<file path="config.mk">
export PLATFORM = sky130hd
export DESIGN_NAME = dual_interval_timer
export DESIGN_NICKNAME = d
export VERILOG_FILES = /design/src/rtl/dit_pkg.sv /design/src/rtl/dit_counter.sv /design/src/rtl/dit_regs.sv /design/src/rtl/dual_interval_timer.sv
export SDC_FILE = /design/constraint.sdc
export NUM_CORES = 1
export LEC_CHECK = 0
export ABC_AREA = 1
export BUFFER_PORTS_ARGS = -buffer_cell sky130_fd_sc_hd__buf_4
export CAP_MARGIN = 10
export CORE_ASPECT_RATIO = 0.7
export CORE_MARGIN = 2
export CORE_UTILIZATION = 51
export DETAILED_ROUTE_END_ITERATION = 12
export PLACE_DENSITY = 0.7
export SETUP_SLACK_MARGIN = 0.2
export SLEW_MARGIN = 20
export SYNTH_ARGS = -nofsm -noshare
export SYNTH_HDL_FRONTEND = slang
export SYNTH_SLANG_ARGS = --single-unit
</file>
<file path="constraint.sdc">
create_clock -name clk -period 3.65 [get_ports clk]
set_input_delay 0.1825 -clock clk [delete_from_list [all_inputs] [get_ports clk]]
set_output_delay 0.1825 -clock clk [all_outputs]
set_load 0.05 [all_outputs]
</file>
<file path="src/rtl/dit_pkg.sv">
package dit_pkg;
   localparam logic [7:0] OFS_CTRL   = 8'h00;
   localparam logic [7:0] OFS_STATUS = 8'h14;
   localparam logic [7:0] OFS_T1CNT  = 8'h18;
   // index 0 = timer 0, index 1 = timer 1
   localparam logic [7:0] OFS_PH1 [2] = '{8'h08, 8'h04};
   localparam logic [7:0] OFS_PH2 [2] = '{8'h10, 8'h0C};
   localparam logic [7:0] WD_KEY     = 8'hFF;
endpackage

</file>
<file path="src/rtl/dit_counter.sv">
module dit_counter #(
   parameter int CW         = 17,
   parameter bit STOP_ON_WD = 1'b0
) (
   input  logic          clk,
   input  logic          rst_n,
   input  logic          en,
   input  logic [CW-1:0] period,
   input  logic          wd_mode,
   output logic [CW-1:0] cnt,
   output logic          live,
   output logic          expire
);
   logic          en_q;
   logic          halt;
   logic [CW-1:0] cnt_q;
   logic          load;

   assign load   = en & ~en_q;
   assign live   = en & en_q & ~halt;
   assign expire = live & (cnt_q == '0);
   assign cnt    = cnt_q;

   always_ff @(posedge clk) begin
      if (!rst_n) begin
         en_q  <= 1'b0;
         cnt_q <= '0;
      end else begin
         en_q <= en;
         if (load) begin
            cnt_q <= period - CW'(1);
         end else if (live) begin
            cnt_q <= (cnt_q == '0) ? period - CW'(1) : cnt_q - CW'(1);
         end
      end
   end

   generate
      if (STOP_ON_WD) begin : g_stop
         always_ff @(posedge clk) begin
            if (!rst_n)                halt <= 1'b0;
            else if (load)             halt <= 1'b0;
            else if (expire & wd_mode) halt <= 1'b1;
         end
      end else begin : g_free
         logic unused_wd;
         assign unused_wd = wd_mode;
         assign halt      = 1'b0;
      end
   endgenerate
endmodule

</file>
<file path="src/rtl/dit_regs.sv">
module dit_regs
   import dit_pkg::*;
#(
   parameter int ADDR_W = 8,
   parameter int DATA_W = 32,
   parameter int CNT_W  = 16,
   parameter int CW     = CNT_W + 1
) (
   input  logic              clk,
   input  logic              rst_n,
   input  logic              wr_en,
   input  logic [ADDR_W-1:0] addr,
   input  logic [DATA_W-1:0] wdata,
   input  logic [1:0]        pend,
   input  logic [CW-1:0]     t1_cnt,
   output logic [1:0]        ctrl,
   output logic [CNT_W-1:0]  ph1 [2],
   output logic [CNT_W-1:0]  ph2 [2],
   output logic [1:0]        clr,
   output logic [DATA_W-1:0] rdata
);
   logic unused_wdata;
   assign unused_wdata = ^wdata[DATA_W-1:CNT_W];

   assign clr = (wr_en && addr == ADDR_W'(OFS_STATUS)) ? wdata[1:0] : 2'b00;

   always_ff @(posedge clk) begin
      if (!rst_n) begin
         ctrl <= '0;
         for (int i = 0; i < 2; i++) begin
            ph1[i] <= '0;
            ph2[i] <= '0;
         end
      end else if (wr_en) begin
         if (addr == ADDR_W'(OFS_CTRL)) ctrl <= wdata[1:0];
         for (int i = 0; i < 2; i++) begin
            if (addr == ADDR_W'(OFS_PH1[i])) ph1[i] <= wdata[CNT_W-1:0];
            if (addr == ADDR_W'(OFS_PH2[i])) ph2[i] <= wdata[CNT_W-1:0];
         end
      end
   end

   always_comb begin
      rdata = '0;
      if (addr == ADDR_W'(OFS_CTRL))   rdata[1:0] = ctrl;
      if (addr == ADDR_W'(OFS_STATUS)) rdata[1:0] = pend;
      if (addr == ADDR_W'(OFS_T1CNT))  rdata[CW-1:0] = t1_cnt;
      for (int i = 0; i < 2; i++) begin
         if (addr == ADDR_W'(OFS_PH1[i])) rdata[CNT_W-1:0] = ph1[i];
         if (addr == ADDR_W'(OFS_PH2[i])) rdata[CNT_W-1:0] = ph2[i];
      end
   end
endmodule

</file>
<file path="src/rtl/dual_interval_timer.sv">
module dual_interval_timer
   import dit_pkg::*;
#(
   parameter int ADDR_W = 8,
   parameter int DATA_W = 32,
   parameter int CNT_W  = 16
) (
   input  logic              clk,
   input  logic              rst_n,
   input  logic              wr_en,
   input  logic [ADDR_W-1:0] addr,
   input  logic [DATA_W-1:0] wdata,
   output logic [DATA_W-1:0] rdata,
   output logic              irq_t0,
   output logic              irq_t1,
   output logic              wd_rst_req
);
   localparam int CW   = CNT_W + 1;
   localparam int WD_W = CNT_W - 8;

   generate
      if (CNT_W < 9)         begin : g_bad_cnt  $error("CNT_W must leave room above the low byte"); end
      if (DATA_W < CNT_W + 1) begin : g_bad_data $error("DATA_W must hold the summed count"); end
      if (ADDR_W < 5)         begin : g_bad_addr $error("ADDR_W too small for the map"); end
   endgenerate

   logic [1:0]       ctrl, clr, pend_q;
   logic [CNT_W-1:0] ph1 [2];
   logic [CNT_W-1:0] ph2 [2];
   logic [CW-1:0]    period [2];
   logic [CW-1:0]    cnt    [2];
   logic [1:0]       live, expire, wd;
   logic [CW-1:0]    t1_cnt;

   dit_regs #(.ADDR_W(ADDR_W), .DATA_W(DATA_W), .CNT_W(CNT_W), .CW(CW)) u_regs (
      .clk(clk), .rst_n(rst_n), .wr_en(wr_en), .addr(addr), .wdata(wdata),
      .pend(pend_q), .t1_cnt(t1_cnt), .ctrl(ctrl), .ph1(ph1), .ph2(ph2),
      .clr(clr), .rdata(rdata)
   );

   genvar gi;
   generate
      for (gi = 0; gi < 2; gi++) begin : g_tmr
         logic [CW-1:0] sum;
         logic [CW-1:0] sum_fix;
         assign sum     = {1'b0, ph1[gi]} + {1'b0, ph2[gi]};
         assign sum_fix = (sum == '0) ? CW'(1) : sum;

         if (gi == 0) begin : g_wd
            logic [WD_W-1:0] wd_cnt;
            assign wd_cnt     = ph1[gi][CNT_W-1:8];
            assign wd[gi]     = (ph1[gi][7:0] == WD_KEY);
            assign period[gi] = !wd[gi]        ? sum_fix :
                                (wd_cnt == '0) ? CW'(1)  : CW'(wd_cnt);
         end else begin : g_plain
            assign wd[gi]     = 1'b0;
            assign period[gi] = sum_fix;
         end

         dit_counter #(.CW(CW), .STOP_ON_WD(gi == 0)) u_cnt (
            .clk(clk), .rst_n(rst_n), .en(ctrl[gi]), .period(period[gi]),
            .wd_mode(wd[gi]), .cnt(cnt[gi]), .live(live[gi]), .expire(expire[gi])
         );

         always_ff @(posedge clk) begin
            if (!rst_n) pend_q[gi] <= 1'b0;
            else        pend_q[gi] <= (pend_q[gi] & ~clr[gi]) | (expire[gi] & ~wd[gi]);
         end
      end
   endgenerate

   always_ff @(posedge clk) begin
      if (!rst_n) wd_rst_req <= 1'b0;
      else        wd_rst_req <= expire[0] & wd[0];
   end

   logic unused_t0;
   assign unused_t0 = ^cnt[0] ^ live[0];

   assign t1_cnt = cnt[1];
   assign irq_t0 = pend_q[0];
   assign irq_t1 = pend_q[1];
endmodule

</file>
=== Yosys cells after proc, flatten, opt, wreduce, memory -nomap -nowiden ===
Cells that the tools add are included.

* Reduce and logical (&&, ||, !) cells: 15
* Mux-type cells: 18
* Eq/ne operators: 7
* $add $sub $neg: 6
* Bitwise logic cells: 20

{| class="wikitable"
|+ Operator list
! cell !! number
|-
| 17-bit 2-to-1 mux || 10
|-
| 17-bit logical NOT || 4
|-
| 17-bit by 1-bit subtractor with 17-bit output, second input constant || 4
|-
| 16-bit 2-to-1 mux || 4
|-
| 16-bit by 16-bit adder with 17-bit output || 2
|-
| 8-bit by 5-bit == test with 1-bit output, second input constant || 3
|-
| 8-bit by 4-bit == test with 1-bit output, second input constant || 2
|-
| 8-bit logical NOT || 2
|-
| 1-bit AND || 11
|-
| 2-bit AND reduction || 5
|-
| 8-bit by 3-bit == test with 1-bit output, second input constant || 1
|-
| 8-bit == test, second input constant || 1
|-
| 8-bit 2-to-1 mux || 1
|-
| 1-bit NOT || 7
|-
| 2-bit 2-to-1 mux || 3
|-
| 2-bit nonzero test || 2
|-
| 1-bit bitwise OR || 2
|-
| 2-bit OR reduction || 1
|-
| 1-bit logical AND || 1
|}

* Output and inout port bits: 35
* Flip-flop bits (word level): 106
* Logic and storage cells: 79

=== Logic depth before layout (Yosys ltp) ===
Gate-level depths: netlist of run 1.

* Depth after elaboration: 8
* Depth in mapped cells: 24

=== By module ===
Synthesis of run 1 repeated with hierarchy kept, for this count alone.

* Cells, all modules: 1508
* Area, all modules: 8994.9 µm²

{| class="wikitable"
|+ Modules (own cells, without submodules)
! module !! area each (µm²) !! times used !! cells each
|-
| dit_regs || 3093.0 || 1 || 447
|-
| dual_interval_timer || 2342.2 || 1 || 454
|-
| dit_counter at g_tmr[0].u_cnt || 1799.2 || 1 || 300
|-
| dit_counter at g_tmr[1].u_cnt || 1760.4 || 1 || 307
|}

=== Least setup slack after synthesis of run 1 ===
Ideal clock, no wire load.

* Kind: register to register
* Start: register u_regs.ph1[0] in the netlist's numbering
* End: register g_tmr[1].u_cnt.cnt_q[14]
* Setup time: 133 ps
* Cell stages (with the launch flop): 20
* Path slack: 488 ps
* Required time: 3517 ps
* Path buffers: 0
* Data arrival time: 3029 ps
* Cells stage by stage: dfxtp_1 ha_1 fa_1 nand3_1 nand2_2 a21oi_2 xor2_1 nor2_2 nand2_1 nor2_1 nand4_4 nand2_1 inv_2 ha_1 nand2_1 nor3_1 nand3b_1 or2_2 nand3_1 a31oi_1

* Longest elaborated chain between the ends: 7

{| class="wikitable"
|+ Ends and longest elaborated chain
! what !! line !! RTL
|-
| from (decl) || dit_regs.sv:17 || <nowiki>output logic [CNT_W-1:0] ph1 [2],</nowiki>
|-
| from (signal, indexed assignment) || dit_regs.sv:37 || <nowiki>if (addr == ADDR_W'(OFS_PH1[i])) ph1[i] <= wdata[CNT_W-1:0];</nowiki>
|-
| 16-bit by 16-bit adder with 17-bit output * || dual_interval_timer.sv:46 || <nowiki>assign sum = {1'b0, ph1[gi]} + {1'b0, ph2[gi]};</nowiki>
|-
| 17-bit logical NOT || dual_interval_timer.sv:47 || <nowiki>assign sum_fix = (sum == '0) ? CW'(1) : sum;</nowiki>
|-
| 17-bit 2-to-1 mux * || dual_interval_timer.sv:47 ||
|-
| 17-bit by 1-bit subtractor with 17-bit output * || dit_counter.sv:31, dit_counter.sv:33 ||
|-
| 17-bit 2-to-1 mux || dit_counter.sv:33 || <nowiki>cnt_q <= (cnt_q == '0) ? period - CW'(1) : cnt_q - CW'(1);</nowiki>
|-
| 17-bit 2-to-1 mux || dit_counter.sv:32 || <nowiki>end else if (live) begin</nowiki>
|-
| 17-bit 2-to-1 mux * || dit_counter.sv:30 || <nowiki>if (load) begin</nowiki>
|-
| to (signal assigned) || dit_counter.sv:31 || <nowiki>cnt_q <= period - CW'(1);</nowiki>
|-
| to (signal assigned) || dit_counter.sv:33 ||
|-
| to (decl) || dit_counter.sv:16 || <nowiki>logic [CW-1:0] cnt_q;</nowiki>
|}

Every way passes the cells marked *; elsewhere a longest branch is shown, timed or not. The select of a mux whose other input is x is not followed.
A chain may end at the register's enable or synchronous reset.

=== Worst setup path in the final report of run 1 ===
* Start: register u_regs.ph1[23] in the netlist's numbering
* End: register g_tmr[0].u_cnt.cnt_q[14]

* Longest elaborated chain between the ends: 8
* Elaborated cells on any way between the ends: 9
* Those cells by class: add/sub (2); eq/ne (1); mux (5); reduce/logical (1)

{| class="wikitable"
|+ Ends and longest elaborated chain
! what !! line !! RTL
|-
| 16-bit by 16-bit adder with 17-bit output || dual_interval_timer.sv:46 ||
|-
| 17-bit logical NOT || dual_interval_timer.sv:47 ||
|-
| 17-bit 2-to-1 mux || dual_interval_timer.sv:47 ||
|-
| 17-bit 2-to-1 mux * || dual_interval_timer.sv:53 || <nowiki>assign period[gi] = !wd[gi] ? sum_fix :</nowiki>
|-
| 17-bit by 1-bit subtractor with 17-bit output * || dit_counter.sv:31, dit_counter.sv:33 ||
|-
| 17-bit 2-to-1 mux || dit_counter.sv:33 ||
|-
| 17-bit 2-to-1 mux || dit_counter.sv:32 ||
|-
| 17-bit 2-to-1 mux * || dit_counter.sv:30 ||
|-
| to (signal assigned) || dit_counter.sv:31 ||
|-
| to (signal assigned) || dit_counter.sv:33 ||
|-
| to (decl) || dit_counter.sv:16 ||
|}

Marked as above.

==> impl_metrics.json, run 1 <==
{
  "status": "complete, no violations",
  "route.detailed.drc": 0,
  "seqPwrFrac_pct": 48.3,
  "grtUsageMet3_pct": 6.08,
  "crit_required_ps": 3850,
  "worstSkewPairLatency_ps": 350,
  "crit_path_end_kind": "register",
  "drive_gt1_share_pct": 15.7,
  "place_ws_ps": -24.7,
  "hold_path_class": "in -> reg",
  "grt_pass1_wl_um": 37900,
  "fp.dieH_um": 109,
  "path_max_fanout": 5,
  "r2r_slack_ps": 400,
  "grt_pass1_vias": 7330,
  "num_io_pins": 78,
  "startpoint_type": "register",
  "ys_warn_count": 0,
  "worstSetupPathType": "reg -> reg",
  "hold_start": "wdata[12]",
  "clk_pin_slew_worst_paths_ps": 80,
  "sw_frac_of_total_pct": 26.3,
  "via_per_inst": 5.54,
  "netSwitchingPower_mw": 0.632,
  "p_int_mw": 1.77,
  "syn_inst": 1268,
  "maxCapViolations": 0,
  "core_sq_um": 15500,
  "ys_seq_area_share_pct": 26.3,
  "whs_ps": 125,
  "die-area_sq_um": 16900,
  "ctsHtreeMaxLevel": 3,
  "cts_made_buffers": 9,
  "routed_wl_um": 23600,
  "ys_types": 52,
  "power_frac_clock_pct": 43.1,
  "first_pass_iters": 5,
  "areaGrowthSynthToFinish_pct": 15.0,
  "drt-initial-drc-count": 831,
  "grt_max_degree": 72,
  "r2r-start": "u_regs.ph1[23]",
  "fin_tns_setup_ps": 0,
  "setup_violations": 0,
  "worst_slack_ps": 400,
  "place_hpwl_um": 18000,
  "fillers": 1476,
  "ant_nets": 0,
  "synth_seq_cells": 106,
  "cts.root.buffer_cell": "clkbuf_16",
  "synth.cell_area_sq_um": 8070,
  "p_comb_share_pct": 8.6,
  "slew_viol_final": 0,
  "fp.dieW_um": 154,
  "cellLeakagePower_nw": 4.43,
  "cts_tree": "built",
  "cts_hold_buffers": 0,
  "final_cell_mix": "nand2_1, inv_1, nor2_1",
  "timing.critical_path.from": "u_regs.ph1[23]",
  "relSlewSlack_pct": 40.6,
  "use_met2_pct": 40.7,
  "grt_usage_pct": 28.2,
  "place_congestion": 0.949,
  "period_share_pct": 89.0,
  "avgSynthCellArea_sq_um": 6.36,
  "rsz0062_at_grt": "true",
  "fin_skew_ps": 11.0,
  "layout_commonest_cell": "nand2_1",
  "clock-sinks": 106,
  "clockBufferDepth": 2,
  "hold_viol": 0,
  "arrival_ps": 3450,
  "io_buffers": 46,
  "nets": 1391,
  "ir_worst_vdd_v": 0.000222,
  "antennaDiodeCount": 0,
  "antenna_found_initial": 0,
  "finalCriticalPeriod_ps": 3250,
  "vias": 8389,
  "row_count": 38,
  "grtUsageMet1_pct": 43.4,
  "start_util_pct": 52.0,
  "powerDensity_nw_per_um2": 259,
  "global_route.peak_usage_layer": "met1",
  "wl_per_cell_um": 15.6,
  "gr-total-overflow": 0,
  "max_freq_ghz": 0.308,
  "worst_pin_slew_ps": 891
}
[synthesized netlist by cell type, drive strengths merged]
cell	n	share of area [%]
clkbuf	32	1.5
o31ai	2	0.19
nor3	26	2.1
a21o	2	0.19
nor4	5	0.73
and3	1	0.078
o22ai	14	1.1
o221ai	2	0.22
nand3	83	5.3
nand2	310	15
inv	177	8.2
nand3b	8	0.79
o211ai	1	0.093
and2	3	0.23
a221oi	7	0.76
nor2	119	6.1
or2	3	0.23
o21bai	4	0.37
or3	1	0.078
a211oi	19	1.8
nand4	17	1.5
fa	2	0.50
dfxtp	106	26
o21ai	99	6.1
buf	23	2.1
a21oi	105	6.8
o31a	1	0.11
a31oi	14	1.1
conb	1	0.046
o21a	1	0.093
xnor2	11	1.2
xor2	33	3.7
ha	36	5.6
[layout make-up]
class | count | area, sq um | share of cell area (%)
Clock buffer | 9 | 225 | 2.43
Clock inverter | 7 | 86.3 | 0.930
Inverter | 177 | 664 | 7.16
Multi-Input combinational cell | 944 | 5380 | 58.0
Sequential cell | 106 | 2130 | 23.0
Tap cell | 200 | 250 | 2.70
Timing Repair Buffer | 72 | 541 | 5.83
[path summary, 6_finish.rpt]
check,cells after the start,endpoint
min,3,u_regs.ph2[12]
max,23,g_tmr[0].u_cnt.cnt[14]
max reg2reg,23,g_tmr[0].u_cnt.cnt[14]
min reg2reg,2,g_tmr[0].u_cnt.en_q
[power by group through the flow]
stage | combinational, mW | sequential [mW] | clock [mW]
finish | 0.207 | 1.16 | 1.03
global route | 0.225 | 1.16 | 1.09
CTS | 0.193 | 1.16 | 1.04
detailed placement | 0.190 | 1.19 | 0
global placement | 0.190 | 1.19 | 0
floorplan | 0.148 | 1.19 | 0
[logic make-up (layout without fill, tap and decap cells)]
logic type / count (synthesis) / after routing / synth area share, %
buf+inv: 232 / 265 / 11.8
xor+xnor: 44 / 44 / 4.87
simple gates: 576 / 576 / 31.9
fa+ha+maj: 38 / 38 / 6.08
compound gates: 271 / 271 / 18.9
flops: 106 / 106 / 26.3
other cells: 1 / 15 / 0.0465
[through the flow]
| step | cell area (sq um) | instances | power (mW) | util [%] |
|---|---|---|---|---|
| 3_5_place_dp | 8560 | 1490 | 1.38 | 55.2 |
| 2_1_floorplan | 8120 | 1282 | 1.33 | - |
| 5_1_grt | 9280 | 1515 | 2.48 | 59.9 |
| 6_report | 9280 | 1515 | 2.40 | 59.9 |
| 4_1_cts | 8940 | 1507 | 2.39 | 57.7 |
| 3_3_place_gp | 8560 | 1490 | 1.38 | 55.2 |
[flip-flops by register name (all words and copies together), names as in the netlist]
signal	count
u_regs.ph2	32
irq_t0	1
g_tmr.u_cnt.halt	1
u_regs.ph1	32
u_regs.ctrl	2
g_tmr.u_cnt.en_q	2
wd_rst_req	1
g_tmr.u_cnt.cnt	34
irq_t1	1
[per-layer routing]
metal | vias up | wire, um
met4 | 0 | 210
li1 | 4224 | -
met1 | 3817 | 11800
met2 | 328 | 9520
met3 | 20 | 2130
met5 | - | 0
[what timing repair did]
| action | in CTS | in global routing |
|---|---|---|
| setup endpoints to repair | 2 | 11 |
| gates cloned | 0 | 0 |
| setup buffers | 1 | 8 |
| hold endpoints to repair | 0 | 0 |
| gates resized for setup | 11 | 74 |
| pin swaps | 3 | 18 |
[worst max-delay path, cell delays in order, from the launching register on]
cell and delay [ps]:
dfxtp_1 370, ha_2 400, nand2_1 100, nor2_1 220
and2_1 160, nand2_1 70, nand3_1 80, nand2_1 70
nand2_1 70, nor2_1 50, nand4_1 80, nand2_1 80
nand2_2 70, ha_1 140, inv_1 60, nor2_2 120
nand3_2 130, nor3_4 240, nand2_2 110, o21ai_1 120
o21ai_1 70, buf_4 140, nand2_1 50, a31oi_1 90
Note: power is estimated with default switching activity, not from simulation.
==> run 2: changes to the inputs <==
--- a/config.mk
+++ b/config.mk
@@ -8,9 +8,9 @@
 export ABC_AREA = 1
 export BUFFER_PORTS_ARGS = -buffer_cell sky130_fd_sc_hd__buf_4
 export CAP_MARGIN = 10
-export CORE_ASPECT_RATIO = 0.7
 export CORE_MARGIN = 2
 export CORE_UTILIZATION = 51
+export CTS_CLUSTER_SIZE = 28
 export DETAILED_ROUTE_END_ITERATION = 12
 export PLACE_DENSITY = 0.7
 export SETUP_SLACK_MARGIN = 0.2
==> constraint.sdc (replaced) <==
create_clock -name clk -period 3.5 [get_ports clk]
set_input_delay 0.175 -clock clk [delete_from_list [all_inputs] [get_ports clk]]
set_output_delay 0.175 -clock clk [all_outputs]
set_load 0.05 [all_outputs]
==> run 2 against run 1 <==
Sequential power increased by 4%. Largest power group unchanged. Clock skew decreased by 2.4 ps. Critical endpoint is now g_tmr[0].u_cnt.cnt[12]. Register-to-register slack got worse by 60 ps. Largest cell class unchanged.
==> impl_metrics.json, run 2 (synthesis gave the netlist of run 1 again) <==
{
  "status": "complete, no violations",
  "vias": 8245,
  "cellLeakagePower_nw": 4.52,
  "cts_made_buffers": 9,
  "path_max_fanout": 5,
  "worst_pin_slew_ps": 862,
  "ctsHtreeMaxLevel": 3,
  "hold_path_class": "in -> reg",
  "maxCapViolations": 0,
  "setup_violations": 0,
  "wl_per_cell_um": 15.1,
  "cts_tree": "built",
  "ant_nets": 0,
  "worstSkewPairLatency_ps": 360,
  "cts_hold_buffers": 0,
  "gr-total-overflow": 0,
  "fin_tns_setup_ps": 0,
  "drt-initial-drc-count": 654,
  "cts.root.buffer_cell": "clkbuf_16",
  "start_util_pct": 52.7,
  "fin_skew_ps": 8.59,
  "clock-sinks": 106,
  "finalCriticalPeriod_ps": 3160,
  "antennaDiodeCount": 0,
  "layout_commonest_cell": "nand2_1",
  "first_pass_iters": 5,
  "clk_pin_slew_worst_paths_ps": 70,
  "grt_pass1_vias": 7262,
  "powerDensity_nw_per_um2": 276,
  "via_per_inst": 5.37,
  "crit_path_end_kind": "register",
  "fillers": 1492,
  "grt_pass1_wl_um": 35900,
  "rsz0062_at_grt": "true",
  "fp.dieH_um": 130,
  "nets": 1401,
  "ir_worst_vdd_v": 0.000288,
  "crit_family": "simple AND/OR/NAND/NOR gates",
  "max_stage_delay_ps": 440,
  "path_cells": "ha_4, fa_2, nand2_2, nand3_2, nand2_2, nand2_1, nand2_1, nand2_2, nand2_1, nor2_1, nand4_1, nand2_1, nand2_2, ha_4, inv_2, nor2_4, nand3_4, nor3_4, nand2_2, nor2_2, o22ai_2, o21ai_1, a21oi_1",
  "route.detailed.drc": 0,
  "grt_usage_pct": 27.0,
  "slowest_stage": "fa_2",
  "relSlewSlack_pct": 42.5,
  "fp.dieW_um": 130,
  "row_count": 45,
  "drive_gt1_share_pct": 18.1,
  "startpoint_type": "register",
  "areaGrowthSynthToFinish_pct": 18.4,
  "crit_required_ps": 3720,
  "hold_viol": 0,
  "design_area_sq_um": 9550,
  "antenna_found_initial": 0,
  "num_io_pins": 78,
  "clockBufferDepth": 2,
  "core_sq_um": 15300,
  "worstSetupPathType": "reg -> reg",
  "crit_top_cell": "nand2_2",
  "slew_viol_final": 0,
  "place_congestion": 0.907,
  "largest_register_ffs": 34,
  "io_buffers": 46,
  "grt_max_degree": 72,
  "place_hpwl_um": 17400,
  "arrival_ps": 3380,
  "final_cell_mix": "nand2_1, inv_1, a21oi_1",
  "die-area_sq_um": 16800,
  "cp.buffers_inverters": 1,
  "max_freq_ghz": 0.316,
  "placed_area_sq_um": 8580,
  "routed_wl_um": 23200,
  "period_share_pct": 90.4
}
## run 2: cell count changes in the layout (fill, tap and decap cells not counted), moves of 5 or more
cell / change
nor2_2: +5
nand2_1: -7
ha_4: +6
nand2_2: +9
dfxtp_2: +5
nor2_1: -6
buf_4: +10
dfxtp_1: -6
## run 2: layout make-up
cell class                      instances  area (sq um)  share of cell area (%)
Clock inverter                          4          97.6                    1.02
Timing Repair Buffer                   82           616                    6.44
Inverter                              177           667                    6.98
Clock buffer                           12           256                    2.69
Sequential cell                       106          2140                    22.4
Tap cell                              211           264                    2.76
Multi-Input combinational cell        944          5510                    57.7
## run 2: final timing paths
path	startpoint	endpoint	slack, ps	cells after the start
setup reg to reg	u_regs.ph2[16]	g_tmr[0].u_cnt.cnt[12]	340	23
hold / removal	wdata[14]	u_regs.ph2[14]	120	3
hold reg to reg	u_regs.ctrl[0]	g_tmr[0].u_cnt.en_q	470	2
setup / recovery	u_regs.ph2[16]	g_tmr[0].u_cnt.cnt[12]	340	23
## run 2: power by group
part	internal [mW]	switching (mW)	total (mW)
combinational	0.0741	0.149	0.223
sequential	1.21	0.00267	1.21
clock	0.739	0.464	1.20
## run 2: tightest hold or removal path, stage by stage
cell and delay, ps:
buf_4 70, inv_1 70, a21oi_1 120
## run 2: repair_timing
action | in CTS | in global routing
endpoints found under the setup margin | 8 | 12
gates resized for setup | 18 | 97
setup buffers | 0 | 18
pin swaps | 3 | 35
## run 2: layer usage
metal | up-vias | GRT usage [%] | routed length, um
li1 | 4234 | - | -
met1 | 3755 | 36.9 | 10800
met2 | 233 | 44.0 | 10600
met3 | 23 | 5.70 | 1450
met4 | 0 | 6.45 | 376
met5 | - | 0 | 0
## run 2: stage by stage
step | total power, mW | util, % | cells | worst slack (ps) | hold WS (ps)
5_1_grt | 2.71 | 62.4 | 1536 | 98.8 | 131
3_5_place_dp | 1.43 | 56.0 | 1502 | 23.0 | 447
4_1_cts | 2.62 | 58.9 | 1518 | 223 | 113
6_report | 2.64 | 62.4 | 1536 | 336 | 121
2_1_floorplan | 1.39 | - | 1282 | 338 | 359
3_3_place_gp | 1.43 | 56.0 | 1502 | 84.3 | 447
==> run 3: changes to the inputs <==
--- a/config.mk
+++ b/config.mk
@@ -9,10 +9,10 @@
 export BUFFER_PORTS_ARGS = -buffer_cell sky130_fd_sc_hd__buf_4
 export CAP_MARGIN = 10
 export CORE_MARGIN = 2
-export CORE_UTILIZATION = 51
+export CORE_UTILIZATION = 35
 export CTS_CLUSTER_SIZE = 28
 export DETAILED_ROUTE_END_ITERATION = 12
-export PLACE_DENSITY = 0.7
+export REMOVE_ABC_BUFFERS = 1
 export SETUP_SLACK_MARGIN = 0.2
 export SLEW_MARGIN = 20
 export SYNTH_ARGS = -nofsm -noshare
==> run 3 against run 2 <==
Clock-buffer cell count down 3. Critical path type unchanged. Non-clock buffer count down 4. Critical path depth unchanged. Hold slack better by 2.8 ps. Largest power group unchanged.
==> impl_metrics.json, run 3 (synthesis gave the netlist of run 1 again) <==
{
  "status": "complete, no violations",
  "powerDensity_nw_per_um2": 258,
  "final_util_pct": 42.1,
  "max_freq_ghz": 0.317,
  "relSlewSlack_pct": 38.1,
  "cts.root.buffer_cell": "clkbuf_16",
  "path_max_fanout": 5,
  "largest_register_ffs": 34,
  "wl_met3_um": 877,
  "fp.dieW_um": 156,
  "fin_skew_ps": 11.4,
  "antennaDiodeCount": 0,
  "layout_commonest_cell": "nand2_1",
  "drt-initial-drc-count": 467,
  "num_io_pins": 78,
  "io_buffers": 46,
  "startpoint_type": "register",
  "worstSetupPathType": "reg -> reg",
  "grt_pass1_wl_um": 38400,
  "hold_viol": 0,
  "crit_top_cell": "nand2_1",
  "final_cell_mix": "nand2_1, inv_1, a21oi_1",
  "clk_pin_slew_worst_paths_ps": 80,
  "antenna_found_initial": 0,
  "grt_pass1_vias": 7475,
  "place_hpwl_um": 18400,
  "hold_start": "wdata[14]",
  "clock-sinks": 106,
  "clockBufferDepth": 2,
  "worst_pin_slew_ps": 927,
  "drive_gt1_share_pct": 17.9,
  "vias": 8214,
  "cts_made_buffers": 9,
  "start_util_pct": 35.6,
  "top_layer": "met4",
  "ant_nets": 0,
  "rsz0062_at_grt": "false",
  "cellLeakagePower_nw": 4.47,
  "wl_met2_um": 10600,
  "wl_per_cell_um": 14.9,
  "maxCapViolations": 0,
  "routed_wl_um": 24000,
  "r2r-start": "u_regs.ph1[16]",
  "grt_max_degree": 71,
  "grt_usage_pct": 19.6,
  "crit_path_end_kind": "register",
  "slew_viol_final": 0,
  "reg2reg_to": "g_tmr[0].u_cnt.cnt[12]",
  "ctsHtreeMaxLevel": 3,
  "route.detailed.drc": 0,
  "row_count": 55,
  "period_share_pct": 90.1,
  "fin_tns_setup_ps": 0,
  "slowest_stage": "fa_2",
  "first_pass_iters": 5,
  "core_sq_um": 22600,
  "hold_end": "u_regs.ph2[14]",
  "gr-total-overflow": 0,
  "setup_violations": 0,
  "nets": 1397,
  "r2r_slack_ps": 350,
  "worstSkewPairLatency_ps": 360,
  "via_per_inst": 5.11,
  "hold-path-cell-count": 3,
  "hold_path_class": "in -> reg",
  "crit_required_ps": 3710,
  "drt-met1-wl_um": 12200,
  "fp.dieH_um": 156,
  "place_congestion": 0.906,
  "ir_worst_vdd_v": 0.000200,
  "areaGrowthSynthToFinish_pct": 18.1,
  "die-area_sq_um": 24300,
  "power_mw": 2.45,
  "reg2regPathDepth": 23,
  "cts_hold_buffers": 0,
  "path_cells": "ha_4, fa_2, nand3_2, nand2_2, nand2_1, nand2_1, nand2_1, nand2_1, nand3_1, nor2_1, nand4_1, nand2_1, nand2_2, ha_1, inv_1, nor2_2, nand3_2, nor3_4, nand2_2, nor2_2, o22ai_1, o21ai_1, a21oi_1",
  "max_stage_delay_ps": 420,
  "finalCriticalPeriod_ps": 3150,
  "cts_tree": "built",
  "arrival_ps": 3370
}
-- run 3: cell types whose count changed in the layout (fill, tap and decap cells not counted), sizes merged --
| cell | previous run | this run |
|---|---|---|
| buf | 82 | 78 |
| bufinv | 3 | 0 |
| clkinv | 0 | 5 |
| inv | 177 | 179 |
| clkinvlp | 1 | 0 |
| clkbuf | 12 | 9 |
-- run 3: routing by layer --
metal	global-route usage, %	vias up
li1	-	4233
met1	28.8	3788
met2	30.2	170
met3	2.39	23
met4	5.37	0
met5	0	-
-- run 3: how the worst max path moves through the flow --
stage | from | endpoint | cells past startpoint
after floorplan | u_regs.ph1[0] | g_tmr[1].u_cnt.cnt[14] | 19
after global placement | u_regs.ph1[0] | g_tmr[1].u_cnt.cnt[16] | 23
after detailed placement | u_regs.ph1[0] | g_tmr[1].u_cnt.cnt[16] | 23
after CTS | u_regs.ph1[22] | g_tmr[0].u_cnt.cnt[14] | 24
after global routing | u_regs.ph1[16] | g_tmr[0].u_cnt.cnt[12] | 23
final | u_regs.ph1[16] | g_tmr[0].u_cnt.cnt[12] | 23
-- run 3: final cells by class --
class / instances / area, sq um
clock buffers: 9 / 225
inverters: 177 / 664
repair buffers: 78 / 586
fillers: 2411 / 13100
clock inverters: 7 / 72.6
well taps: 285 / 357
multi-input cells: 944 / 5470
flip-flops and latches: 106 / 2150
-- run 3: stage by stage --
step | instances | hold slack, ps | instance area (sq um) | setup WS [ps]
floorplan | 1227 | 273 | 7830 | 324
global route | 1606 | 131 | 9520 | 144
global placement | 1581 | 450 | 8710 | 165
finish | 1606 | 124 | 9520 | 346
CTS | 1597 | 119 | 9060 | 201
detailed placement | 1581 | 454 | 8710 | 122
-- run 3: worst max-delay path: cells and delay by family (launching register included) --
family / cells / cell delay (ps)
AND/OR/NAND/NOR: 16 / 1590
adder cells (fa/ha/maj): 3 / 740
flip-flops: 1 / 340
AO/OA/AOI/OAI: 3 / 270
buffers and inverters: 1 / 60
-- run 3: power by group --
part / internal (mW) / switching (mW) / leakage (nW) / total, mW
combinational: 0.0726 / 0.150 / 3.47 / 0.223
sequential: 1.21 / 0.00248 / 0.863 / 1.21
clock: 0.502 / 0.521 / 0.146 / 1.02
total: 1.78 / 0.674 / 4.47 / 2.45
-- run 3: timing repair --
item / 4_1_cts / 5_1_grt
gates resized for setup: 12 / 106
buffers inserted: 0 / 9
endpoints found under the hold margin: 0 / 0
pin swaps: 1 / 16
endpoints found under the setup margin: 8 / 12
